**src/rtl/spi_jslave_pkg.sv**
```systemverilog
package spi_jslave_pkg;
  localparam logic [1:0] ADDR_TX   = 2'd0;
  localparam logic [1:0] ADDR_RX   = 2'd1;
  localparam logic [1:0] ADDR_CTRL = 2'd2;
  localparam logic [1:0] ADDR_STAT = 2'd3;

  localparam int STAT_RXFULL = 0;
  localparam int STAT_OVR    = 1;
  localparam int STAT_UDR    = 2;
  localparam int STAT_LVL    = 4;
endpackage

```
**src/rtl/spi_sync.sv**
```systemverilog
module spi_sync #(
  parameter int   STAGES  = 2,
  parameter logic RST_VAL = 1'b0
) (
  input  logic clk_i,
  input  logic rst_ni,
  input  logic a_i,
  output logic s_o
);
  logic [STAGES-1:0] q;

  always_ff @(posedge clk_i or negedge rst_ni) begin
    if (!rst_ni) q <= {STAGES{RST_VAL}};
    else         q <= {q[STAGES-2:0], a_i};
  end

  assign s_o = q[STAGES-1];
endmodule

```
**src/rtl/spi_txfifo.sv**
```systemverilog
module spi_txfifo #(
  parameter int DW    = 16,
  parameter int DEPTH = 4,
  localparam int AW   = (DEPTH > 1) ? $clog2(DEPTH) : 1,
  localparam int LVW  = $clog2(DEPTH + 1)
) (
  input  logic           clk_i,
  input  logic           rst_ni,
  input  logic           push_i,
  input  logic [DW-1:0]  wdata_i,
  input  logic           pop_i,
  output logic [DW-1:0]  head_o,
  output logic [LVW-1:0] level_o,
  output logic           full_o,
  output logic           empty_o
);
  logic [DW-1:0]  mem [DEPTH];
  logic [AW-1:0]  wr_ptr, rd_ptr;
  logic [LVW-1:0] cnt;
  logic           do_push, do_pop;

  assign full_o  = (cnt == LVW'(DEPTH));
  assign empty_o = (cnt == '0);
  assign do_push = push_i && !full_o;
  assign do_pop  = pop_i && !empty_o;
  assign head_o  = mem[rd_ptr];
  assign level_o = cnt;

  function automatic logic [AW-1:0] nxt(input logic [AW-1:0] p);
    return (p == AW'(DEPTH - 1)) ? '0 : p + 1'b1;
  endfunction

  always_ff @(posedge clk_i or negedge rst_ni) begin
    if (!rst_ni) begin
      wr_ptr <= '0;
      rd_ptr <= '0;
      cnt    <= '0;
    end else begin
      if (do_push) wr_ptr <= nxt(wr_ptr);
      if (do_pop)  rd_ptr <= nxt(rd_ptr);
      case ({do_push, do_pop})
        2'b10:   cnt <= cnt + 1'b1;
        2'b01:   cnt <= cnt - 1'b1;
        default: cnt <= cnt;
      endcase
    end
  end

  always_ff @(posedge clk_i) begin
    if (do_push) mem[wr_ptr] <= wdata_i;
  end
endmodule

```
**src/rtl/spi_shifter.sv**
```systemverilog
module spi_shifter #(
  parameter int DW   = 16,
  localparam int LW  = $clog2(DW)
) (
  input  logic          clk_i,
  input  logic          rst_ni,
  input  logic          cs_low_i,
  input  logic          cs_fall_i,
  input  logic          cs_rise_i,
  input  logic          sclk_rise_i,
  input  logic          sclk_fall_i,
  input  logic          mosi_i,
  input  logic [LW-1:0] len_m1_i,
  input  logic          fifo_empty_i,
  input  logic [DW-1:0] fifo_head_i,
  output logic          pop_o,
  output logic          underrun_o,
  output logic          done_o,
  output logic          latch_o,
  output logic [DW-1:0] rx_word_o,
  output logic          miso_o
);
  logic [DW-1:0] rx_sh, tx_sh;
  logic [LW-1:0] bit_cnt;
  logic          loaded;   // tx_sh holds a queue word, not zero fill
  logic          first;    // next rise is the first of a character
  logic          reload;   // next fall starts a new character
  logic          rise_act, fall_act, last_bit;

  assign rise_act = cs_low_i && sclk_rise_i;
  assign fall_act = cs_low_i && sclk_fall_i && !cs_fall_i;
  assign last_bit = (bit_cnt == len_m1_i);

  // queue word is committed on the first clock, so a deselect before it loses nothing
  assign pop_o      = rise_act && first && loaded;
  assign underrun_o = rise_act && first && !loaded;

  always_ff @(posedge clk_i or negedge rst_ni) begin
    if (!rst_ni) begin
      rx_sh   <= '0;
      tx_sh   <= '0;
      bit_cnt <= '0;
      loaded  <= 1'b0;
      first   <= 1'b0;
      reload  <= 1'b0;
      done_o  <= 1'b0;
      latch_o <= 1'b0;
    end else begin
      done_o  <= rise_act && last_bit;
      latch_o <= cs_rise_i;
      if (cs_fall_i) begin
        tx_sh   <= fifo_empty_i ? '0 : fifo_head_i;
        loaded  <= !fifo_empty_i;
        first   <= 1'b1;
        reload  <= 1'b0;
        bit_cnt <= '0;
      end else if (cs_rise_i) begin
        first   <= 1'b0;
        reload  <= 1'b0;
        bit_cnt <= '0;
      end else if (rise_act) begin
        rx_sh <= {rx_sh[DW-2:0], mosi_i};
        first <= 1'b0;
        if (last_bit) begin
          bit_cnt <= '0;
          reload  <= 1'b1;
        end else begin
          bit_cnt <= bit_cnt + 1'b1;
        end
      end else if (fall_act) begin
        if (reload) begin
          tx_sh  <= fifo_empty_i ? '0 : fifo_head_i;
          loaded <= !fifo_empty_i;
          first  <= 1'b1;
          reload <= 1'b0;
        end else begin
          tx_sh <= {tx_sh[DW-2:0], 1'b0};
        end
      end
    end
  end

  assign rx_word_o = rx_sh;
  assign miso_o    = tx_sh[DW-1];
endmodule

```
**src/rtl/spi_jslave.sv**
```systemverilog
module spi_jslave
  import spi_jslave_pkg::*;
#(
  parameter int DW         = 16,
  parameter int FIFO_DEPTH = 4,
  parameter int THR_W      = 2,
  localparam int LW        = $clog2(DW),
  localparam int LVW       = $clog2(FIFO_DEPTH + 1),
  localparam int STAT_FULL = STAT_LVL + LVW
) (
  input  logic          clk_i,
  input  logic          rst_ni,
  input  logic          sclk_i,
  input  logic          cs_ni,
  input  logic          mosi_i,
  output logic          miso_o,
  output logic          miso_oe_o,
  input  logic          reg_wr_i,
  input  logic          reg_rd_i,
  input  logic [1:0]    reg_addr_i,
  input  logic [DW-1:0] reg_wdata_i,
  output logic [DW-1:0] reg_rdata_o,
  output logic          irq_tx_o,
  output logic          irq_rx_o,
  output logic          ready_o
);
  logic sclk_s, cs_s, mosi_s, sclk_d, cs_d;
  logic sclk_rise, sclk_fall, cs_fall, cs_rise, cs_low;

  spi_sync #(.RST_VAL(1'b0)) u_sync_sclk (.clk_i, .rst_ni, .a_i(sclk_i), .s_o(sclk_s));
  spi_sync #(.RST_VAL(1'b1)) u_sync_cs   (.clk_i, .rst_ni, .a_i(cs_ni),  .s_o(cs_s));
  spi_sync #(.RST_VAL(1'b0)) u_sync_mosi (.clk_i, .rst_ni, .a_i(mosi_i), .s_o(mosi_s));

  always_ff @(posedge clk_i or negedge rst_ni) begin
    if (!rst_ni) begin
      sclk_d <= 1'b0;
      cs_d   <= 1'b1;
    end else begin
      sclk_d <= sclk_s;
      cs_d   <= cs_s;
    end
  end

  assign sclk_rise = sclk_s && !sclk_d;
  assign sclk_fall = !sclk_s && sclk_d;
  assign cs_fall   = !cs_s && cs_d;
  assign cs_rise   = cs_s && !cs_d;
  assign cs_low    = !cs_s;

  // control and status state
  logic [LW-1:0]    len_m1;
  logic [THR_W-1:0] tx_thr;
  logic [DW-1:0]    rx_buf;
  logic             rx_full, rx_ovr, tx_udr;

  // transmit queue
  logic           tx_push, tx_pop, tx_full, tx_empty;
  logic [DW-1:0]  tx_head;
  logic [LVW-1:0] tx_level;

  assign tx_push = reg_wr_i && (reg_addr_i == ADDR_TX);

  spi_txfifo #(.DW(DW), .DEPTH(FIFO_DEPTH)) u_txq (
    .clk_i, .rst_ni,
    .push_i(tx_push), .wdata_i(reg_wdata_i),
    .pop_i(tx_pop), .head_o(tx_head),
    .level_o(tx_level), .full_o(tx_full), .empty_o(tx_empty)
  );

  // shift engine
  logic          udr_pulse, done_pulse, latch_pulse;
  logic [DW-1:0] rx_word;

  spi_shifter #(.DW(DW)) u_shift (
    .clk_i, .rst_ni,
    .cs_low_i(cs_low), .cs_fall_i(cs_fall), .cs_rise_i(cs_rise),
    .sclk_rise_i(sclk_rise), .sclk_fall_i(sclk_fall),
    .mosi_i(mosi_s), .len_m1_i(len_m1),
    .fifo_empty_i(tx_empty), .fifo_head_i(tx_head),
    .pop_o(tx_pop), .underrun_o(udr_pulse),
    .done_o(done_pulse), .latch_o(latch_pulse),
    .rx_word_o(rx_word), .miso_o(miso_o)
  );

  logic rx_rd, stat_wr;
  assign rx_rd   = reg_rd_i && (reg_addr_i == ADDR_RX);
  assign stat_wr = reg_wr_i && (reg_addr_i == ADDR_STAT);

  always_ff @(posedge clk_i or negedge rst_ni) begin
    if (!rst_ni) begin
      len_m1  <= LW'(7);
      tx_thr  <= '0;
      rx_buf  <= '0;
      rx_full <= 1'b0;
      rx_ovr  <= 1'b0;
      tx_udr  <= 1'b0;
    end else begin
      if (reg_wr_i && (reg_addr_i == ADDR_CTRL)) begin
        len_m1 <= reg_wdata_i[LW-1:0];
        tx_thr <= reg_wdata_i[LW +: THR_W];
      end
      if (done_pulse || latch_pulse) rx_buf <= rx_word;
      // a completing character wins over a same-cycle read
      if (done_pulse) begin
        rx_full <= 1'b1;
        if (rx_full && !rx_rd) rx_ovr <= 1'b1;
      end else if (rx_rd) begin
        rx_full <= 1'b0;
      end
      if (udr_pulse)                             tx_udr <= 1'b1;
      else if (stat_wr && reg_wdata_i[STAT_UDR]) tx_udr <= 1'b0;
      if (done_pulse && rx_full && !rx_rd)       rx_ovr <= 1'b1;
      else if (stat_wr && reg_wdata_i[STAT_OVR]) rx_ovr <= 1'b0;
    end
  end

  always_comb begin
    reg_rdata_o = '0;
    case (reg_addr_i)
      ADDR_RX:   reg_rdata_o = rx_buf;
      ADDR_CTRL: begin
        reg_rdata_o[LW-1:0]    = len_m1;
        reg_rdata_o[LW +: THR_W] = tx_thr;
      end
      ADDR_STAT: begin
        reg_rdata_o[STAT_RXFULL]      = rx_full;
        reg_rdata_o[STAT_OVR]         = rx_ovr;
        reg_rdata_o[STAT_UDR]         = tx_udr;
        reg_rdata_o[STAT_LVL +: LVW]  = tx_level;
        reg_rdata_o[STAT_FULL]        = tx_full;
      end
      default: reg_rdata_o = '0;
    endcase
  end

  assign irq_tx_o  = (tx_level <= LVW'(tx_thr));
  assign irq_rx_o  = rx_full;
  assign ready_o   = !tx_empty && !rx_full;
  assign miso_oe_o = cs_low;
endmodule

```
**config.mk**
```make
export PLATFORM = sky130hd
export DESIGN_NAME = spi_jslave
export DESIGN_NICKNAME = d
export VERILOG_FILES = /design/src/rtl/spi_jslave_pkg.sv /design/src/rtl/spi_sync.sv /design/src/rtl/spi_txfifo.sv /design/src/rtl/spi_shifter.sv /design/src/rtl/spi_jslave.sv
export SDC_FILE = /design/constraint.sdc
export NUM_CORES = 1
export LEC_CHECK = 0
export BUFFER_PORTS_ARGS = -buffer_cell sky130_fd_sc_hd__buf_2
export CORE_ASPECT_RATIO = 2
export CORE_MARGIN = 5
export CORE_UTILIZATION = 45
export DETAILED_ROUTE_END_ITERATION = 7
export PLACE_DENSITY_LB_ADDON = 0.3
export REMOVE_ABC_BUFFERS = 1
export SYNTH_ARGS = -nofsm -noshare
export SYNTH_HDL_FRONTEND = slang
export SYNTH_HIERARCHICAL = 1
export SYNTH_SLANG_ARGS = --single-unit
export TNS_END_PERCENT = 20
```
**constraint.sdc**
```tcl
create_clock -name clk_i -period 2.1 [get_ports clk_i]
set_input_delay 0.315 -clock clk_i [delete_from_list [all_inputs] [get_ports clk_i]]
set_output_delay 0.315 -clock clk_i [all_outputs]
set_load 0.005 [all_outputs]
```
==> impl_metrics.ini <==
[global_routing]
grt_pass1_vias = 3799
grt_pass1_wl_mm = 19.43
antenna_found_initial = 0
grt_overflow = 0
track_usage = 0.1568
grt_max_degree = 62

[logic_synthesis]
yosysSeqAreaShare = 0.6381
synthCells = 401
syn_area_mm2 = 0.006200
yosys_warnings = 6
ys_types = 52
synth_largest_area_cell = edfxtp_1
synth-edff-count = 64
synth_top_flop_cell = dfrtp_1
synthTopCellsByArea = edfxtp_1 31%, dfrtp_1 30%, mux2_2 6.0%
synth-seq-cells = 145
synthArstFlopShare = 0.5586
synth_top_area_share = 0.3100
synth.avg_cell_area_um2 = 15.46

[hold_path]
worstHoldPathType = input port to flop

[power]
finalPower_mw = 8.286
p_per_area_mw_per_mm2 = 1128
peakVddDrop_uv = 595.5
p_leak_nw = 3.147

[sta]
drv_slew = 0
fin_skew_ns = 0.008162
fin_hold_ws_ns = 0.01294
min_period_ns = 1.984
setup_viol = 0
fin_tns_setup_ns = 0
clock.fmax_mhz = 504.0
post-route-period-util = 0.9447
layout_setup_ws_ns = 0.1160
slew_headroom = 0.5800
tightest_slew_ns = 0.6284
hold_viol_final = 0

[critical_path]
crit_arrival_ns = 2.31
slowest_stage = dfrtp_1
worst_ep_required_time_ns = 2.43
start_kind = flop
cp.buffers_inverters = 2
crit_path_end_kind = flop
cpLargestDelayFamily = simple AND/OR/NAND/NOR gates
crit_fanout = 5
crit_type = flop to flop
crit_chain = nor2b_4 > and4_4 > nand2b_1 > inv_1 > ha_1 > inv_1 > fa_1 > xor2_1 > nor2_1 > xor2_1
slowest_delay_ns = 0.37

[floorplanning]
start_util = 0.4588
die-area_mm2 = 0.01637
io_pins = 46
die_w_um = 93.00
rows = 60
core_mm2 = 0.01351
die_y_um = 176.0

[placement]
place_hpwl_mm = 8.303
gp_congestion = 0.7554
post-place-ws_ns = -0.01287
port_buffers = 45

[drt]
first_pass_iters = 5
drtAntennaViolNets = 0
vias_per_cell = 5.443
routed_wl_mm = 12.08
num_vias = 3500
drt_iter0_drc = 133
wl_per_cell_um = 18.79
drcViolationCount = 0

[cells_and_area]
drive_gt1_frac = 0.3504
diodes = 0
area_delta_synth_final_pct = 18.51
layout_commonest_cell = dfrtp_1
multi_input_area_mm2 = 0.002072
fill_cells = 1101
final_cell_mix = 75 x dfrtp_1, 64 x edfxtp_1, 44 x buf_2
regArea_mm2 = 0.003956
fin_nets = 514

[clock_network]
clk_latency_ns = 0.41
clock_path_buffers = 2
cts_root_buf = clkbuf_16
numCtsBuffers = 17
cts_sinks = 145
path_clk_slew_ns = 0.06
cts_tree = yes
htree_levels = 4

[run]
maxCapViolations = 0

[run_status]
status = complete, no violations
## repair_timing
item / 4_1_cts / 5_1_grt
gates cloned: 0 / 0
hold endpoints to repair: 22 / 0
hold buffers: 3 / 0
resized for setup: 1 / 2
buffers inserted: 0 / 1
endpoints found under the setup margin: 1 / 1
## final timing paths
check                            startpoint              endpoint  slack [ns]  depth (start not counted)
setup / recovery           u_sync_sclk/q[1]      u_txq/level_o[2]        0.12                         10
hold / removal                       sclk_i      u_sync_sclk/q[0]        0.01                          1
setup reg to reg           u_sync_sclk/q[1]      u_txq/level_o[2]        0.12                         10
hold reg to reg            u_sync_sclk/q[0]      u_sync_sclk/q[1]        0.35                          0
max in group asynchronous            rst_ni        u_sync_cs/q[1]        1.04                          3
min in group asynchronous            rst_ni  u_shift/rx_word_o[9]        0.38                          2
## flip-flops by register name, summed over array words and instances (netlist names)
register / flops
cs_d: 1
irq_rx_o: 1
len_m1: 4
rx_buf: 16
rx_ovr: 1
sclk_d: 1
tx_thr: 2
tx_udr: 1
u_shift/bit_cnt: 4
u_shift/done_o: 1
u_shift/first: 1
u_shift/latch_o: 1
u_shift/loaded: 1
u_shift/reload: 1
u_shift/rx_word_o: 16
u_shift/tx_sh: 16
u_sync_cs/q: 2
u_sync_mosi/q: 2
u_sync_sclk/q: 2
u_txq/level_o: 3
u_txq/mem: 64
u_txq/rd_ptr: 2
u_txq/wr_ptr: 2
## routing by layer
metal | routed length (um) | share of wire | track usage
met5 | 0 | 0 | 0
met3 | 371 | 0.031 | 0.03539
met1 | 4688 | 0.39 | 0.1756
met4 | 167 | 0.014 | 0.05505
met2 | 6852 | 0.57 | 0.2874
## power by group
| group | leakage, nW | total (mW) | switching, mW | internal [mW] |
|---|---|---|---|---|
| combinational | 1.25 | 1.70 | 0.799 | 0.899 |
| sequential | 1.62 | 3.68 | 0.292 | 3.39 |
| clock | 0.271 | 2.91 | 1.15 | 1.75 |
| total | 3.15 | 8.29 | 2.24 | 6.04 |
## synthesized netlist by cell type, types with 2 or more instances
cell type,n
inv_1,16
a22oi_1,2
mux4_2,8
xnor2_1,2
o21ai_0,18
mux4_1,8
nand2b_1,2
nor2b_1,4
dfrtp_1,75
a21oi_1,16
buf_6,3
xor2_1,2
nor3b_1,16
edfxtp_1,64
nand3b_1,2
mux2_2,33
and2_1,14
a222oi_1,5
nand2_1,20
nand3_1,4
a21o_1,2
buf_2,8
xnor2_2,3
ha_1,13
dfstp_2,6
a22o_1,3
mux2_4,10
nor2_1,15
clkbuf_1,4
## logic make-up (layout without fill, tap and decap cells)
kind of cell,count (synthesis),count (layout),share of synthesized area
flops,145,145,0.6381
simple gates,87,87,0.08052
mux,60,60,0.1487
compound gates,54,54,0.05914
buf+inv,34,121,0.03047
fa+ha+maj,14,14,0.02947
xor+xnor,7,7,0.01352
## metrics by stage
step | instance area [um^2] | util | instances
6_report | 7347 | 0.5437 | 643
5_1_grt | 7347 | 0.5437 | 643
4_1_cts | 7332 | 0.5426 | 642
3_5_place_dp | 6730 | 0.4981 | 607
3_3_place_gp | 6730 | 0.4981 | 607
2_1_floorplan | 6071 | - | 383
## cell type report
| type | instances | share of cell area |
|---|---|---|
| clock buffer | 20 | 0.05943 |
| clock inverter | 12 | 0.01805 |
| timing repair buffer | 73 | 0.06744 |
| multi-input combinational | 222 | 0.2820 |
| sequential | 145 | 0.5385 |
| inverter | 16 | 0.008174 |
| tap | 155 | 0.02640 |
Note: power is estimated with default switching activity, not from simulation.
